`src/rtl/gbx_autoneg_pkg.sv`:
```
package gbx_autoneg_pkg;

  localparam int CFG_W = 16;
  localparam int TFIELD_W = 8;

  // configuration word bits
  localparam int CW_FD  = 5;
  localparam int CW_HD  = 6;
  localparam int CW_ACK = 14;

  // control and status bits
  localparam int CTL_EN      = 12;
  localparam int CTL_RESTART = 9;
  localparam int STS_DONE    = 5;
  localparam int STS_ABLE    = 3;
  localparam int STS_LINK    = 2;

  // register addresses
  localparam int ADDR_CTRL    = 0;
  localparam int ADDR_STATUS  = 1;
  localparam int ADDR_ADV     = 4;
  localparam int ADDR_PARTNER = 5;

  typedef enum logic [2:0] {
    ST_ENABLE, ST_RESTART, ST_ABILITY, ST_ACK, ST_COMPLETE, ST_IDLE, ST_LINKOK
  } anState_t;

  typedef enum logic [1:0] {
    XMIT_CONFIG = 2'd0, XMIT_IDLE = 2'd1, XMIT_DATA = 2'd2
  } xmit_t;

  typedef struct packed {
    logic timerStart;
    logic latchPartner;
  } dpStrobe_t;

  typedef struct packed {
    logic anEnable;
    logic restartReq;
    logic abilityMatch;
    logic ackMatch;
    logic zeroWord;
    logic idleMatch;
    logic timerDone;
  } dpFlags_t;

endpackage

```
`src/rtl/gbx_autoneg_dp.sv`:
```
module gbx_autoneg_dp
  import gbx_autoneg_pkg::*;
#(
  parameter int ADDR_W       = 5,
  parameter int UNIT_CYCLES  = 250000,
  parameter int LIMIT_CYCLES = 62500000,
  parameter int RESET_FIELD  = 5
) (
  input  logic              clk,
  input  logic              rstN,
  input  logic [ADDR_W-1:0] regAddr,
  input  logic [CFG_W-1:0]  regWrData,
  input  logic              regWrEn,
  output logic [CFG_W-1:0]  regRdData,
  input  logic              rxCfgValid,
  input  logic [CFG_W-1:0]  rxCfgWord,
  input  logic              rxIdle,
  input  dpStrobe_t         strobe,
  input  anState_t          anState,
  output logic [CFG_W-1:0]  advWord,
  output dpFlags_t          flags
);

  localparam int TW = $clog2(LIMIT_CYCLES + 1);
  localparam int PW = TW + TFIELD_W;
  localparam logic [CFG_W-1:0] ACK_MASK = CFG_W'(1) << CW_ACK;

  logic                enableReg;
  logic [TFIELD_W-1:0] fieldReg;
  logic [1:0]          advPause;
  logic [1:0]          advFault;
  logic [CFG_W-1:0]    partnerReg;
  logic [CFG_W-1:0]    lastWord;
  logic [1:0]          sameCnt;
  logic [1:0]          ackCnt;
  logic [1:0]          idleCnt;
  logic                zeroPulse;
  logic [TW-1:0]       timerCnt;
  logic [TW-1:0]       periodCycles;
  logic [PW-1:0]       product;
  logic [TFIELD_W-1:0] unitField;
  logic                wrCtl;
  logic                wrAdv;
  logic                unusedWr;

  assign unusedWr = ^regWrData;
  assign wrCtl = regWrEn && (regAddr == ADDR_W'(ADDR_CTRL));
  assign wrAdv = regWrEn && (regAddr == ADDR_W'(ADDR_ADV));

  // register storage
  always_ff @(posedge clk) begin
    if (!rstN) begin
      enableReg <= 1'b1;
      fieldReg  <= TFIELD_W'(RESET_FIELD);
      advPause  <= '0;
      advFault  <= '0;
    end else begin
      if (wrCtl) begin
        enableReg <= regWrData[CTL_EN];
        fieldReg  <= regWrData[TFIELD_W-1:0];
      end
      if (wrAdv) begin
        advPause <= regWrData[8:7];
        advFault <= regWrData[13:12];
      end
    end
  end

  always_comb begin
    advWord        = '0;
    advWord[CW_FD] = 1'b1;
    advWord[8:7]   = advPause;
    advWord[13:12] = advFault;
  end

  // link timer: period = max(field,1) * unit, capped at the limit
  always_comb begin
    unitField = (fieldReg == '0) ? TFIELD_W'(1) : fieldReg;
    product   = PW'(unitField) * PW'(UNIT_CYCLES);
    if (product > PW'(LIMIT_CYCLES)) periodCycles = TW'(LIMIT_CYCLES);
    else                             periodCycles = product[TW-1:0];
  end

  always_ff @(posedge clk) begin
    if (!rstN)                  timerCnt <= '0;
    else if (strobe.timerStart) timerCnt <= periodCycles;
    else if (timerCnt != '0)    timerCnt <= timerCnt - TW'(1);
  end

  // received word matching
  always_ff @(posedge clk) begin
    if (!rstN) begin
      lastWord  <= '0;
      sameCnt   <= '0;
      ackCnt    <= '0;
      idleCnt   <= '0;
      zeroPulse <= 1'b0;
    end else begin
      zeroPulse <= 1'b0;
      if (rxCfgValid) begin
        lastWord  <= rxCfgWord;
        zeroPulse <= (rxCfgWord == '0);
        idleCnt   <= '0;
        if ((rxCfgWord & ~ACK_MASK) == (lastWord & ~ACK_MASK))
          sameCnt <= (sameCnt == 2'd3) ? 2'd3 : sameCnt + 2'd1;
        else
          sameCnt <= 2'd1;
        if (rxCfgWord[CW_ACK] && (rxCfgWord == lastWord))
          ackCnt <= (ackCnt == 2'd3) ? 2'd3 : ackCnt + 2'd1;
        else
          ackCnt <= rxCfgWord[CW_ACK] ? 2'd1 : 2'd0;
      end else if (rxIdle) begin
        sameCnt <= '0;
        ackCnt  <= '0;
        idleCnt <= (idleCnt == 2'd3) ? 2'd3 : idleCnt + 2'd1;
      end
    end
  end

  always_ff @(posedge clk) begin
    if (!rstN)                    partnerReg <= '0;
    else if (strobe.latchPartner) partnerReg <= lastWord;
  end

  always_comb begin
    flags.anEnable     = enableReg;
    flags.restartReq   = wrCtl && regWrData[CTL_RESTART];
    flags.abilityMatch = (sameCnt == 2'd3) && ((lastWord & ~ACK_MASK) != '0);
    flags.ackMatch     = (ackCnt == 2'd3);
    flags.zeroWord     = zeroPulse;
    flags.idleMatch    = (idleCnt == 2'd3);
    flags.timerDone    = (timerCnt == '0);
  end

  // read mux
  always_comb begin
    regRdData = '0;
    case (regAddr)
      ADDR_W'(ADDR_CTRL): begin
        regRdData[CTL_EN]         = enableReg;
        regRdData[TFIELD_W-1:0]   = fieldReg;
      end
      ADDR_W'(ADDR_STATUS): begin
        regRdData[STS_DONE] = enableReg && (anState == ST_LINKOK);
        regRdData[STS_ABLE] = 1'b1;
        regRdData[STS_LINK] = (anState == ST_LINKOK);
      end
      ADDR_W'(ADDR_ADV):     regRdData = advWord;
      ADDR_W'(ADDR_PARTNER): regRdData = partnerReg;
      default:               regRdData = '0;
    endcase
  end

endmodule

```
`src/rtl/gbx_autoneg_ctrl.sv`:
```
module gbx_autoneg_ctrl
  import gbx_autoneg_pkg::*;
(
  input  logic             clk,
  input  logic             rstN,
  input  dpFlags_t         flags,
  input  logic [CFG_W-1:0] advWord,
  output anState_t         anState,
  output dpStrobe_t        strobe,
  output logic [1:0]       xmitMode,
  output logic [CFG_W-1:0] txCfgWord
);

  anState_t nextState;
  logic     lateState;

  assign lateState = (anState == ST_ACK) || (anState == ST_COMPLETE) ||
                     (anState == ST_IDLE) || (anState == ST_LINKOK);

  always_comb begin
    nextState = anState;
    strobe    = '0;
    unique case (anState)
      ST_ENABLE: if (flags.anEnable) begin
        nextState         = ST_RESTART;
        strobe.timerStart = 1'b1;
      end
      ST_RESTART:  if (flags.timerDone) nextState = ST_ABILITY;
      ST_ABILITY:  if (flags.abilityMatch) nextState = ST_ACK;
      ST_ACK: if (flags.ackMatch) begin
        nextState           = ST_COMPLETE;
        strobe.latchPartner = 1'b1;
        strobe.timerStart   = 1'b1;
      end
      ST_COMPLETE: if (flags.timerDone) begin
        nextState         = ST_IDLE;
        strobe.timerStart = 1'b1;
      end
      ST_IDLE: if (flags.timerDone && flags.idleMatch) nextState = ST_LINKOK;
      ST_LINKOK: nextState = ST_LINKOK;
      default:   nextState = ST_ENABLE;
    endcase
    if ((flags.zeroWord && lateState) || !flags.anEnable || flags.restartReq) begin
      nextState = ST_ENABLE;
      strobe    = '0;
    end
  end

  always_ff @(posedge clk) begin
    if (!rstN) anState <= ST_ENABLE;
    else       anState <= nextState;
  end

  always_comb begin
    txCfgWord = '0;
    xmitMode  = XMIT_CONFIG;
    case (anState)
      ST_ENABLE:   xmitMode = flags.anEnable ? XMIT_CONFIG : XMIT_DATA;
      ST_ABILITY:  txCfgWord = advWord;
      ST_ACK,
      ST_COMPLETE: begin
        txCfgWord         = advWord;
        txCfgWord[CW_ACK] = 1'b1;
      end
      ST_IDLE:     xmitMode = XMIT_IDLE;
      ST_LINKOK:   xmitMode = XMIT_DATA;
      default:     xmitMode = XMIT_CONFIG;
    endcase
  end

endmodule

```
`src/rtl/gbx_autoneg.sv`:
```
module gbx_autoneg
  import gbx_autoneg_pkg::*;
#(
  parameter int ADDR_W       = 5,
  parameter int UNIT_CYCLES  = 250000,
  parameter int LIMIT_CYCLES = 62500000,
  parameter int RESET_FIELD  = 5
) (
  input  logic              clk,
  input  logic              rstN,
  input  logic [ADDR_W-1:0] regAddr,
  input  logic [15:0]       regWrData,
  input  logic              regWrEn,
  output logic [15:0]       regRdData,
  input  logic              rxCfgValid,
  input  logic [15:0]       rxCfgWord,
  input  logic              rxIdle,
  output logic [1:0]        xmitMode,
  output logic [15:0]       txCfgWord
);

  anState_t         anState;
  dpStrobe_t        strobe;
  dpFlags_t         flags;
  logic [CFG_W-1:0] advWord;

  gbx_autoneg_dp #(
    .ADDR_W(ADDR_W), .UNIT_CYCLES(UNIT_CYCLES),
    .LIMIT_CYCLES(LIMIT_CYCLES), .RESET_FIELD(RESET_FIELD)
  ) dpInst (
    .clk(clk), .rstN(rstN), .regAddr(regAddr), .regWrData(regWrData),
    .regWrEn(regWrEn), .regRdData(regRdData), .rxCfgValid(rxCfgValid),
    .rxCfgWord(rxCfgWord), .rxIdle(rxIdle), .strobe(strobe),
    .anState(anState), .advWord(advWord), .flags(flags)
  );

  gbx_autoneg_ctrl ctrlInst (
    .clk(clk), .rstN(rstN), .flags(flags), .advWord(advWord),
    .anState(anState), .strobe(strobe), .xmitMode(xmitMode),
    .txCfgWord(txCfgWord)
  );

endmodule

```
`config.mk`:
```
export PLATFORM = sky130hd
export DESIGN_NAME = gbx_autoneg
export DESIGN_NICKNAME = d
export VERILOG_FILES = /design/src/rtl/gbx_autoneg_pkg.sv /design/src/rtl/gbx_autoneg_dp.sv /design/src/rtl/gbx_autoneg_ctrl.sv /design/src/rtl/gbx_autoneg.sv
export SDC_FILE = /design/constraint.sdc
export NUM_CORES = 1
export LEC_CHECK = 0
export BUFFER_PORTS_ARGS = -buffer_cell sky130_fd_sc_hd__buf_4
export CAP_MARGIN = 25
export CORE_UTILIZATION = 64
export CTS_CLUSTER_SIZE = 24
export DETAILED_ROUTE_END_ITERATION = 16
export PLACE_DENSITY = 0.92
export RECOVER_POWER = 50
export REMOVE_ABC_BUFFERS = 1
export SYNTH_ARGS = -nofsm -noshare
export SYNTH_HDL_FRONTEND = slang
export SYNTH_SLANG_ARGS = --single-unit
```
`constraint.sdc`:
```
create_clock -name clk -period 11.45 [get_ports clk]
set_input_delay 1.7175 -clock clk [delete_from_list [all_inputs] [get_ports clk]]
set_output_delay 1.7175 -clock clk [all_outputs]
set_load 0.01 [all_outputs]
```
Word level (Yosys, flattened, before mapping). Cells that the tools add are included.

Word-level logic and storage cells: 104. Output and inout bits: 34. Bits of input ports: 42. Register bits: 81.

Equal/unequal tests: 20. $lt $le $gt $ge: 1. Mux-type cells: 37. Bitwise operators: 1. Add/subtract/negate cells: 4. $mul: 1. Reduce and logical (&&, ||, !) cells: 28.

Operators with widths (number): $mux 26 (3); $pmux 15 s2 (1); $gt 26x26->1 const B (1); $logic_not 26->1 (1); $reduce_bool 26->1 (1); $sub 26x1->26 const B (1); $mul 8x14->22 const B (1); $mux 2 (11); $pmux 3 s7 (1); $mux 3 (6); $pmux 2 s3 (3); $eq 16x16->1 (1); $logic_not 16->1 (1); $reduce_bool 16->1 (1); $eq 15x15->1 (1); $eq 5x3->1 const B (2); $eq 3x3->1 const B (3); $logic_and 1x1->1 (8); $logic_not 8->1 (1); $mux 8 (1); $ne 2x1->1 const B (4); $pmux 4 s2 (1); $add 2x1->2 const B (3); $eq 2x2->1 const B (3); 19 further kinds (32).

Logic depth before layout (Yosys ltp). Gate-level depths: netlist (run 1).

Depth after elaboration: 9. Gate-level depth with buffers: 23. Gate-level depth less buffers: 20.

Hierarchy. Synthesis (run 1) repeated with hierarchy kept, for this count alone.

Cells, all modules: 780. Area, all modules: 6560.0 um2.

By module, submodules not included: gbx_autoneg_dp (instances 1, seq. area each 1561.5 um2, area each 6138.4 um2, cells each 724); gbx_autoneg_ctrl (instances 1, seq. area each 60.1 um2, area each 421.7 um2, cells each 56).

Worst setup path before layout (run 1). Ideal clock, no wire load.

Path type: register to register. Start point: register dpInst.fieldReg[7]. End point: register dpInst.timerCnt[16]. Data required time: 11.355 ns. Buffers on the path: 4. Data arrival time: 5.420 ns. Clock period less this slack: 5.516 ns. Library setup time: 0.095 ns. Stages on the path, launching flop included: 24. Path slack: 5.934 ns. Cell sequence: dfxtp_1 > clkbuf_1 > inv_1 > ha_1 > and3_1 > clkbuf_1 > nor2_1 > fa_1 > ha_1 > inv_1 > fa_1 > fa_1 > inv_1 > ha_1 > clkbuf_1 > a21oi_1 > o21ai_0 > or2_1 > o211a_1 > a211oi_1 > and3_1 > a21oi_2 > buf_6 > a221oi_1.

Cells in the longest elaborated chain, start to end: 6.

Ends and longest elaborated chain: from (decl) (line gbx_autoneg_dp.sv:29) `logic [TFIELD_W-1:0] fieldReg;`; from (signal assigned) (line gbx_autoneg_dp.sv:54) `fieldReg <= TFIELD_W'(RESET_FIELD);`; from (signal assigned) (line gbx_autoneg_dp.sv:60) `fieldReg <= regWrData[TFIELD_W-1:0];`; $logic_not 8->1 (line gbx_autoneg_dp.sv:78) `unitField = (fieldReg == '0) ? TFIELD_W'(1) : fieldReg;`; $mux 8 * (line gbx_autoneg_dp.sv:78); $mul 8x14->22 * (line gbx_autoneg_dp.sv:79) `product = PW'(unitField) * PW'(UNIT_CYCLES);`; $gt 26x26->1 (line gbx_autoneg_dp.sv:80) `if (product > PW'(LIMIT_CYCLES)) periodCycles = TW'(LIMIT_CYCLES);`; $mux 26 * (line gbx_autoneg_dp.sv:80); $mux 26 * (line gbx_autoneg_dp.sv:86) `else if (strobe.timerStart) timerCnt <= periodCycles;`; to (signal assigned) (line gbx_autoneg_dp.sv:86); to (signal assigned) (line gbx_autoneg_dp.sv:87) `else if (timerCnt != '0) timerCnt <= timerCnt - TW'(1);`; to (decl) (line gbx_autoneg_dp.sv:38) `logic [TW-1:0] timerCnt;`.

Mark *: on every way between the ends. The rest lies on a longest branch, timed or not. A chain may end at the register's enable or synchronous reset.

Worst setup path after layout (run 1).
Start point: register dpInst.fieldReg[7]. End point: register dpInst.timerCnt[15].

The elaborated chain is that of the path after synthesis.

==> run summary, run 1 <==
GRT Total Usage -> 31.2%
Slew Limit Headroom -> 2.42%
initial antenna violation count -> 0
global-route wire length before repair -> 24,900 µm
Slew @ Worst Pin -> 1460 ps
drt via density -> 6.05
cells after synthesis -> 730
nets@finish -> 884
Pwr per Cell Area -> 141 nW/µm²
total grt overflow -> 0
number of max-cap violations -> 0
min Tclk post-route -> 6210 ps
Fin. Hold Viols -> 0
clk_lat worst skew -> 360 ps
synthesis-stage register bit count -> 81
IO Count -> 76
total power draw -> 0.951 mW
Worst Skew -> 14.5 ps
port buffer count -> 61
number of flops mapped to enable cells by yosys -> 0
DR pass1 iterations -> 5
critical-path cell list -> inv_1, ha_1, and3_1, nor2_1, fa_1, ha_1, fa_1, inv_1, fa_1, inv_1, ha_1, a21oi_1, o221ai_1, a41o_1, nor4b_1, a311o_1, and3_1, a21oi_2, a221oi_1
Post-Synthesis Cell Area -> 6130 µm²
root buffer cell -> clkbuf_8
total routed wirelength -> 15,300 µm
sequential-to-total area share from yosys stat -> 26.5%
ANT cells -> 0
Detail Placement HPWL -> 11,500 µm
Post-CTS Resized -> 0
Worst setup SP type -> flip-flop
# rows -> 35
Starting DRT DRC Count -> 298
Static Leak -> 3.15 nW
final routed DRC violation total -> 0
CTS tree -> done
die area -> 9970 µm²
register area -> 1620 µm²
CP bufs+invs -> 3
number of global-route vias before repair -> 5,476
setup violators final -> 0
Die W -> 99.9 µm
post-synth top area share -> 26.5%
HP Class -> flip-flop to flip-flop
Bufs on Longest Clock Path -> 2
RSZ-0062 raised after global routing -> no
Final period util -> 54.2%
FFs w/ async S/R, synth -> 0%
Worst Path Required -> 11,640 ps
multi-input logic area -> 4120 µm²
Setup Total Neg Slack -> 0 ps
critical path's top delay family -> adder cells
share of layout cells above drive strength 1 -> 11.4%
Worst-path clk slew -> 90 ps
Die H -> 99.9 µm
H-tree lvl count -> 3
crit-path max cell delay -> 600 ps
core box area -> 9240 µm²
Max Transition Viols Final -> 0
CTS hold repair buffers -> 0
Cells after DPL -> 887
P&R area growth vs syn -> 10.1%
Starting Density -> 66.3%
non-filler cells, final -> 903
largest net degree at the start of global routing -> 55
Synth area leader -> dfxtp_1
peak supply drop -> 0.0841 mV
Syn Area/Cell -> 8.40 µm²
Sink Count -> 81
Setup crit end kind -> flip-flop
Crit-path slowest cell -> dfxtp_1
dominant cells by area after synthesis -> dfxtp_1 (26%), ha_1 (11%), mux2i_1 (6.9%)
Num CTS Buffers -> 9
ys flop type -> dfxtp_1
Max Clk Rate -> 161 MHz
fillcell total -> 642
status -> finished clean
worst setup path category -> flip-flop to flip-flop
ANT nets after route -> 0
setup bufs post-CTS -> 0
Yosys cell types -> 68
GP Congestion -> 0.886
total number of vias -> 5,463
YS warnings -> 0
drt wl/cell -> 16.9 µm
Max FO, Critical Path -> 13
Setup WS post-layout -> 5240 ps
CP arrival -> 6400 ps
pre-CTS setup slack -> 5330 ps
cell families (layout without fill, tap and decap cells):
family | after synthesis | count (layout) | synth area share, %
buf+inv | 95 | 130 | 6.82
fa+ha+maj | 73 | 73 | 17.0
mux | 45 | 45 | 7.41
simple gates | 263 | 263 | 21.1
flops | 81 | 81 | 26.5
xor+xnor | 54 | 54 | 7.72
other cells | 1 | 10 | 0.0612
compound gates | 118 | 118 | 13.4
final timing paths:
check / start / endpoint / slack, ps / cells past startpoint
hold / removal: dpInst.idleCnt[1] / dpInst.idleCnt[1] / 500 / 2
setup / recovery: dpInst.fieldReg[7] / dpInst.timerCnt[15] / 5240 / 19
hold reg to reg: dpInst.idleCnt[1] / dpInst.idleCnt[1] / 500 / 2
setup reg to reg: dpInst.fieldReg[7] / dpInst.timerCnt[15] / 5240 / 19
cells in the mapped netlist, drive strengths merged (4+ instances only):
cell    count
a211oi      7
a21boi      4
a21o        5
a21oi      35
a221oi      7
a22oi       5
and2       16
and3       12
buf        19
clkbuf     23
dfxtp      81
fa         17
ha         56
inv        53
mux2i      42
nand2      55
nand2b      8
nand3      20
nand4       7
nor2       92
nor3       15
nor4       17
o211ai      6
o21ai      16
o22ai       5
or3         7
xnor2      36
xor2       18
metal layers:
layer  global-route usage (%)  wire [µm]  vias up
met5                        0          0        -
met4                     10.4        357        0
met3                     6.13        970       39
met2                     54.6       7540      225
met1                     38.3       6410     2600
li1                         -          -     2599
cells in the final DEF (no fill, tap or decap), types with 12 or more instances in the layout:
cell / Yosys / final
nor2_1: 92 / 92
dfxtp_1: 81 / 81
ha_1: 56 / 56
nand2_1: 55 / 55
buf_4: 10 / 55
inv_1: 52 / 52
mux2i_1: 42 / 42
xnor2_1: 36 / 36
a21oi_1: 33 / 33
nand3_1: 19 / 19
xor2_1: 18 / 18
fa_1: 17 / 17
nor4_1: 16 / 16
o21ai_0: 13 / 13
nor3_1: 13 / 13
and3_1: 12 / 12
stage by stage:
step                utilization [%]  instance area, µm²  hold WS, ps
floorplan                         -                5940          456
global placement               71.0                6560          470
detailed placement             71.0                6560          488
CTS                            73.3                6770          508
global route                   73.1                6750          527
finish                         73.1                6750          501
registers in the layout (all words and copies together), names as in the netlist:
signal / flops
dpInst.advFault: 2
dpInst.idleCnt: 2
dpInst.lastWord: 16
dpInst.timerCnt: 26
dpInst.fieldReg: 8
dpInst.ackCnt: 2
dpInst.partnerReg: 16
dpInst.enableReg: 1
dpInst.zeroPulse: 1
dpInst.sameCnt: 2
ctrlInst.anState: 3
dpInst.advPause: 2
worst reg2reg max path, delay by kind of cell, from the launching register on:
family / cells / cell delay (ps)
simple gates: 4 / 960
buf+inv: 3 / 270
compound gates: 6 / 1700
fa+ha+maj: 6 / 2500
flops: 1 / 600
where the power goes:
part | switching (mW) | total (mW) | internal, mW | leakage, nW
Combinational | 0.202 | 0.352 | 0.151 | 2.39
Clock | 0.117 | 0.222 | 0.105 | 0.0988
Sequential | 0.0503 | 0.377 | 0.327 | 0.662
Total | 0.369 | 0.951 | 0.582 | 3.15
area by class of cell:
class / instances / share of cell area (%)
Multi-Input combinational cell: 563 / 61.1
Sequential cell: 81 / 24.0
Timing Repair Buffer: 61 / 6.50
Inverter: 53 / 2.95
Tap cell: 129 / 2.39
Clock buffer: 9 / 1.83
Clock inverter: 7 / 1.22
Note: power is estimated with default switching activity, not from simulation.
==> inputs of run 2 (changes only) <==
CORE_UTILIZATION = 54   (was 64)
PLACE_DENSITY = 0.83   (was 0.92)
clock period = 5.4 ns   (was 11.45 ns; I/O delays follow)
==> run summary, run 2 (synthesis gave the netlist of run 1 again) <==
status -> finished clean
final routed DRC violation total -> 0 (unchanged)
drt via density -> 5.86 (-3.2%)
total grt overflow -> 0 (unchanged)
Max Clk Rate -> 190 MHz (+18%)
DR pass1 iterations -> 5 (unchanged)
Detail Placement HPWL -> 11,800 µm (+2.0%)
ANT cells -> 0 (unchanged)
Bufs on Longest Clock Path -> 2 (unchanged)
total number of vias -> 5,463 (unchanged)
Worst-path clk slew -> 70 ps (-20 ps)
critical path's top delay family -> adder cells
drt wl/cell -> 16.7 µm (-1.4%)
Sink Count -> 81 (unchanged)
Slew Limit Headroom -> 4.27% (+1.9 points)
Num CTS Buffers -> 9 (unchanged)
die area -> 11,800 µm² (+18%)
nets@finish -> 903 (+2.1%)
CP arrival -> 5510 ps (-890 ps)
Die W -> 109 µm (+8.7%)
initial antenna violation count -> 0 (unchanged)
core box area -> 10,900 µm² (+18%)
worst setup path endpoint -> dpInst.timerCnt[15]
most frequent cells in the layout -> nor2_1 (89), dfxtp_1 (81), buf_4 (63)
peak supply drop -> 0.211 mV (+150%)
Pwr per Cell Area -> 316 nW/µm² (+120%)
largest registers -> dpInst.timerCnt x26, dpInst.lastWord x16, dpInst.partnerReg x16
multi-input logic area -> 4220 µm² (+2.4%)
crit-path max cell delay -> 530 ps (-70 ps)
worst setup path category -> flip-flop to flip-flop
Setup crit end kind -> flip-flop
Setup Total Neg Slack -> 0 ps (unchanged)
Static Leak -> 3.28 nW (+4.1%)
reg2reg path depth -> 21 (+2)
share of layout cells above drive strength 1 -> 14.1% (+2.8 points)
Crit-path slowest cell -> fa_1
Worst Skew -> 6.14 ps (-8.39 ps)
Worst Path Required -> 5630 ps (-6010 ps)
most used cell, CP -> ha_1
Die H -> 109 µm (+8.7%)
largest net degree at the start of global routing -> 55 (unchanged)
CP bufs+invs -> 5 (+2)
GP Congestion -> 0.868 (-2.0%)
Top reg by flops -> dpInst.timerCnt
total routed wirelength -> 15,600 µm (+1.9%)
fillcell total -> 869 (+35%)
CTS hold repair buffers -> 0 (unchanged)
Max Transition Viols Final -> 0 (unchanged)
Fin. Hold Viols -> 0 (unchanged)
min Tclk post-route -> 5270 ps (-932 ps)
Starting DRT DRC Count -> 353 (+18%)
Starting Density -> 56.1% (-10 points)
IO Count -> 76 (unchanged)
total power draw -> 2.24 mW (+140%)
HP Class -> flip-flop to flip-flop
Reg2Reg Setup Slack -> 130 ps (-5120 ps)
clk_lat worst skew -> 340 ps (-20 ps)
# rows -> 38 (+8.6%)
GRT Total Usage -> 27.5% (-3.7 points)
P&R area growth vs syn -> 15.5%
H-tree lvl count -> 3 (unchanged)
root buffer cell -> clkbuf_16
ANT nets after route -> 0 (unchanged)
port buffer count -> 61 (unchanged)
Final period util -> 97.6% (+43 points)
max reg flops -> 26 (unchanged)
setup violators final -> 0 (unchanged)
commonest non-fill, non-tap cell in the layout -> nor2_1
Max FO, Critical Path -> 13 (unchanged)
Crit. Startpoint -> dpInst.fieldReg[0]
R2R Path End -> dpInst.timerCnt[15]
Worst setup SP type -> flip-flop
CTS tree -> done
number of max-cap violations -> 0 (unchanged)
Slew @ Worst Pin -> 1440 ps (-27.8 ps)
global-route wire length before repair -> 25,300 µm (+1.9%)
number of global-route vias before repair -> 5,397 (-1.4%)
Worst path depth -> 21 (+2)
critical-path cell list -> nor4_2, and3_2, buf_4, nor2_4, ha_1, inv_1, fa_1, inv_1, fa_1, ha_1, ha_1, a21oi_1, o21ai_1, or2_1, nor2_1, xor2_1, o41ai_2, buf_4, a21oi_4, buf_12, a221oi_1
register area -> 1620 µm² (unchanged)
RR Startpoint -> dpInst.fieldReg[0]
==> run 2: cell types whose count changed in the layout (fill, tap and decap cells not counted), moves of 3 or more <==
cell / change
and2_0: -3
and2_1: +3
buf_4: +8
clkbuf_1: +10
clkbuf_16: +9
clkbuf_8: -9
nor2_1: -3
==> run 2: how the worst min path moves through the flow <==
stage	startpoint	endpoint	slack, ps	cells past startpoint
floorplan	dpInst.partnerReg[10]	dpInst.partnerReg[10]	460	2
global placement	dpInst.partnerReg[15]	dpInst.partnerReg[15]	470	2
detailed placement	dpInst.partnerReg[15]	dpInst.partnerReg[15]	480	2
CTS	dpInst.partnerReg[15]	dpInst.partnerReg[15]	500	2
global route	dpInst.partnerReg[11]	dpInst.partnerReg[11]	510	2
finish	dpInst.partnerReg[15]	dpInst.partnerReg[15]	490	2
==> run 2: cell type report <==
class / instances / area share [%]
multi-input combinational: 563 / 59.6
sequential: 81 / 22.9
timing repair buffer: 80 / 7.86
clock buffer: 9 / 3.18
inverter: 53 / 2.81
tap: 140 / 2.47
clock inverter: 7 / 1.17
==> run 2: worst min-delay path, stage by stage, from the launching register on <==
cell and delay [ps]:
dfxtp_1 320, mux2i_1 60, nor2_1 70
==> run 2: metrics by stage <==
| stage | util (%) | instance area, µm² | worst slack, ps | instances | hold WS, ps |
|---|---|---|---|---|---|
| 2_1_floorplan | - | 5940 | 98.2 | 697 | 456 |
| 3_3_place_gp | 61.2 | 6700 | 16.4 | 914 | 471 |
| 3_5_place_dp | 61.2 | 6700 | -168 | 914 | 482 |
| 4_1_cts | 64.4 | 7040 | 7.09 | 931 | 495 |
| 5_1_grt | 64.8 | 7080 | -86.3 | 933 | 514 |
| 6_report | 64.8 | 7080 | 127 | 933 | 491 |
==> run 2: timing repair <==
action                     CTS  global route
pin swaps                    2             3
setup buffers                1             2
resized for setup            3            20
setup endpoints to repair   13            19
==> run 2: report_power, final <==
group | leakage, nW | internal (mW) | total (mW) | switching, mW
combinational | 2.47 | 0.347 | 0.798 | 0.451
sequential | 0.662 | 0.694 | 0.797 | 0.103
clock | 0.145 | 0.366 | 0.642 | 0.275
total | 3.28 | 1.41 | 2.24 | 0.829
==> run 2: per-layer routing <==
| metal | part of all wire, % | track usage [%] | routed length, µm | vias to the layer above |
|---|---|---|---|---|
| li1 | - | - | - | 2638 |
| met1 | 42 | 33.7 | 6530 | 2569 |
| met2 | 49 | 47.4 | 7610 | 215 |
| met3 | 6.3 | 4.52 | 973 | 41 |
| met4 | 2.8 | 11.7 | 440 | 0 |
| met5 | 0 | 0 | 0 | - |
==> inputs of run 3 (changes only) <==
RECOVER_POWER = not set   (was 50)
==> run summary, run 3 (synthesis gave the netlist of run 1 again) <==
status -> finished clean
Bufs on Longest Clock Path -> 2 (unchanged)
clk_lat worst skew -> 350 ps (about the same)
Max FO, Critical Path -> 13 (unchanged)
number of max-cap violations -> 0 (unchanged)
total number of vias -> 5,454 (-0.16%)
Slew Limit Headroom -> 35.1% (+31 points)
drt wl/cell -> 16.7 µm (about the same)
port buffer count -> 61 (unchanged)
hold depth -> 2 (unchanged)
Static Leak -> 3.34 nW (+1.9%)
peak supply drop -> 0.213 mV (+0.69%)
Fin. Hold Viols -> 0 (unchanged)
reg2reg path depth -> 21 (unchanged)
DR pass1 iterations -> 5 (unchanged)
sequential fraction of design power -> 35.6% (about the same)
GRT Total Usage -> 27.5% (unchanged)
M1 wire length -> 6520 µm (-0.15%)
ANT cells -> 0 (unchanged)
Setup crit end kind -> flip-flop
setup violators final -> 0 (unchanged)
register area -> 1620 µm² (unchanged)
fillcell total -> 858 (-1.3%)
most frequent cells in the layout -> nor2_1 (89), dfxtp_1 (81), buf_4 (79)
Starting DRT DRC Count -> 340 (-3.7%)
crit-path max cell delay -> 530 ps (about the same)
DR WL met3 -> 978 µm (+0.51%)
Sw Ratio -> 37.0% (-0.069 points)
Worst Hold End -> dpInst.partnerReg[15]
Die H -> 109 µm (unchanged)
nets@finish -> 903 (unchanged)
# rows -> 38 (unchanged)
Final period util -> 98.0% (+0.34 points)
CTS tree -> done
R2R Path End -> dpInst.timerCnt[15]
Pwr per Cell Area -> 314 nW/µm² (-0.60%)
CTS hold repair buffers -> 0 (unchanged)
Slew @ Worst Pin -> 973 ps (-463 ps)
largest net degree at the start of global routing -> 55 (unchanged)
Worst Path Required -> 5630 ps (about the same)
worst setup path category -> flip-flop to flip-flop
critical-path cell list -> nor4_2, and3_2, buf_4, nor2_4, ha_1, inv_1, fa_1, inv_1, fa_1, ha_1, ha_1, a21oi_1, o21ai_1, or2_1, nor2_1, xor2_1, o41ai_2, buf_4, a21oi_4, buf_12, a221oi_1
final routed DRC violation total -> 0 (unchanged)
non-filler cells, final -> 933 (unchanged)
Die W -> 109 µm (unchanged)
Hold WS -> 492 ps (+0.736 ps)
Crit-path slowest cell -> fa_1
Worst-path clk slew -> 70 ps (about the same)
ANT nets after route -> 0 (unchanged)
root buffer cell -> clkbuf_16
Pint -> 1.41 mW (+0.30%)
CP arrival -> 5520 ps (about the same)
Top Layer Used -> met4
Clock Power Share -> 28.6% (about the same)
Sw Pwr -> 0.829 mW (about the same)
drt via density -> 5.85 (-0.16%)
core box area -> 10,900 µm² (unchanged)
GP Congestion -> 0.868 (unchanged)
Num CTS Buffers -> 9 (unchanged)
most used cell, CP -> ha_1
multi-input logic area -> 4220 µm² (unchanged)
critical path's top delay family -> adder cells
Cells after DPL -> 914 (unchanged)
Max Transition Viols Final -> 0 (unchanged)
P&R area growth vs syn -> 16.5%
global-route wire length before repair -> 25,300 µm (unchanged)
HP Class -> flip-flop to flip-flop
hold path start -> dpInst.partnerReg[15]
H-tree lvl count -> 3 (unchanged)
commonest non-fill, non-tap cell in the layout -> nor2_1
max reg flops -> 26 (unchanged)
Starting Density -> 56.1% (unchanged)
RR Startpoint -> dpInst.fieldReg[0]
Reg2Reg Setup Slack -> 110 ps (-20 ps)
initial antenna violation count -> 0 (unchanged)
Detail Placement HPWL -> 11,800 µm (unchanged)
Top reg by flops -> dpInst.timerCnt
Final Core Density -> 65.3% (+0.51 points)
share of layout cells above drive strength 1 -> 16.1% (+2.0 points)
IO Count -> 76 (unchanged)
total routed wirelength -> 15,500 µm (about the same)
number of global-route vias before repair -> 5,397 (unchanged)
Comb power frac -> 35.8% (about the same)
Max Clk Rate -> 189 MHz (-0.35%)
die area -> 11,800 µm² (unchanged)
total grt overflow -> 0 (unchanged)
Sink Count -> 81 (unchanged)
Worst setup SP type -> flip-flop
Worst Skew -> 6.80 ps (+0.662 ps)
WL met2 -> 7560 µm (-0.66%)
min Tclk post-route -> 5290 ps (+18.3 ps)
CP bufs+invs -> 5 (unchanged)
largest registers -> dpInst.timerCnt x26, dpInst.lastWord x16, dpInst.partnerReg x16
[run 3: worst max-delay path by stage]
stage	from	end	slack (ps)	cells after the start
2_1_floorplan	dpInst.fieldReg[7]	dpInst.timerCnt[15]	100	19
3_3_place_gp	dpInst.fieldReg[6]	dpInst.timerCnt[15]	20	19
3_5_place_dp	dpInst.fieldReg[0]	dpInst.timerCnt[15]	-170	18
4_1_cts	dpInst.fieldReg[6]	dpInst.timerCnt[15]	7	20
5_1_grt	dpInst.fieldReg[0]	dpInst.timerCnt[15]	-90	21
6_report	dpInst.fieldReg[0]	dpInst.timerCnt[15]	110	21
[run 3: layout make-up]
| cell class | instances | area share (%) |
|---|---|---|
| Sequential cell | 81 | 22.7 |
| Inverter | 53 | 2.79 |
| Tap cell | 140 | 2.45 |
| Multi-Input combinational cell | 563 | 59.1 |
| Clock inverter | 7 | 1.16 |
| Timing Repair Buffer | 80 | 8.59 |
| Clock buffer | 9 | 3.16 |
[run 3: timing repair]
action                                  4_1_cts  5_1_grt
hold endpoints to repair                      0        0
buffers inserted                              1        2
endpoints found under the setup margin       13       19
pin swaps                                     2        3
gates resized for setup                       3       20
cloned                                        0        0
[run 3: tightest hold or removal path: cells and delay by family (launching register included)]
family	cells	cell delay (ps)
DFF	1	320
and+or+nand+nor	1	70
muxes	1	60
[run 3: per-layer routing]
| metal | global-route usage, % | up-vias |
|---|---|---|
| met5 | 0 | - |
| met4 | 11.7 | 0 |
| met3 | 4.52 | 49 |
| met2 | 47.4 | 202 |
| met1 | 33.7 | 2563 |
| li1 | - | 2640 |
[run 3: through the flow]
stage / setup slack (ps) / total power, mW / TNS (ps) / instance area [µm²]
2_1_floorplan: 98.2 / 1.35 / 0 / 5940
3_3_place_gp: 16.4 / 1.50 / 0 / 6700
3_5_place_dp: -168 / 1.55 / -1310 / 6700
4_1_cts: 7.09 / 2.22 / 0 / 7040
5_1_grt: -86.3 / 2.36 / -507 / 7140
6_report: 109 / 2.24 / 0 / 7140
[run 3: power by group through the flow]
stage / Clock (mW) / Sequential, mW / Combinational, mW
after detailed placement: 0 / 0.807 / 0.746
after global placement: 0 / 0.797 / 0.702
final: 0.642 / 0.797 / 0.802
after CTS: 0.644 / 0.794 / 0.782
after floorplan: 0 / 0.786 / 0.563
after global routing: 0.670 / 0.809 / 0.878
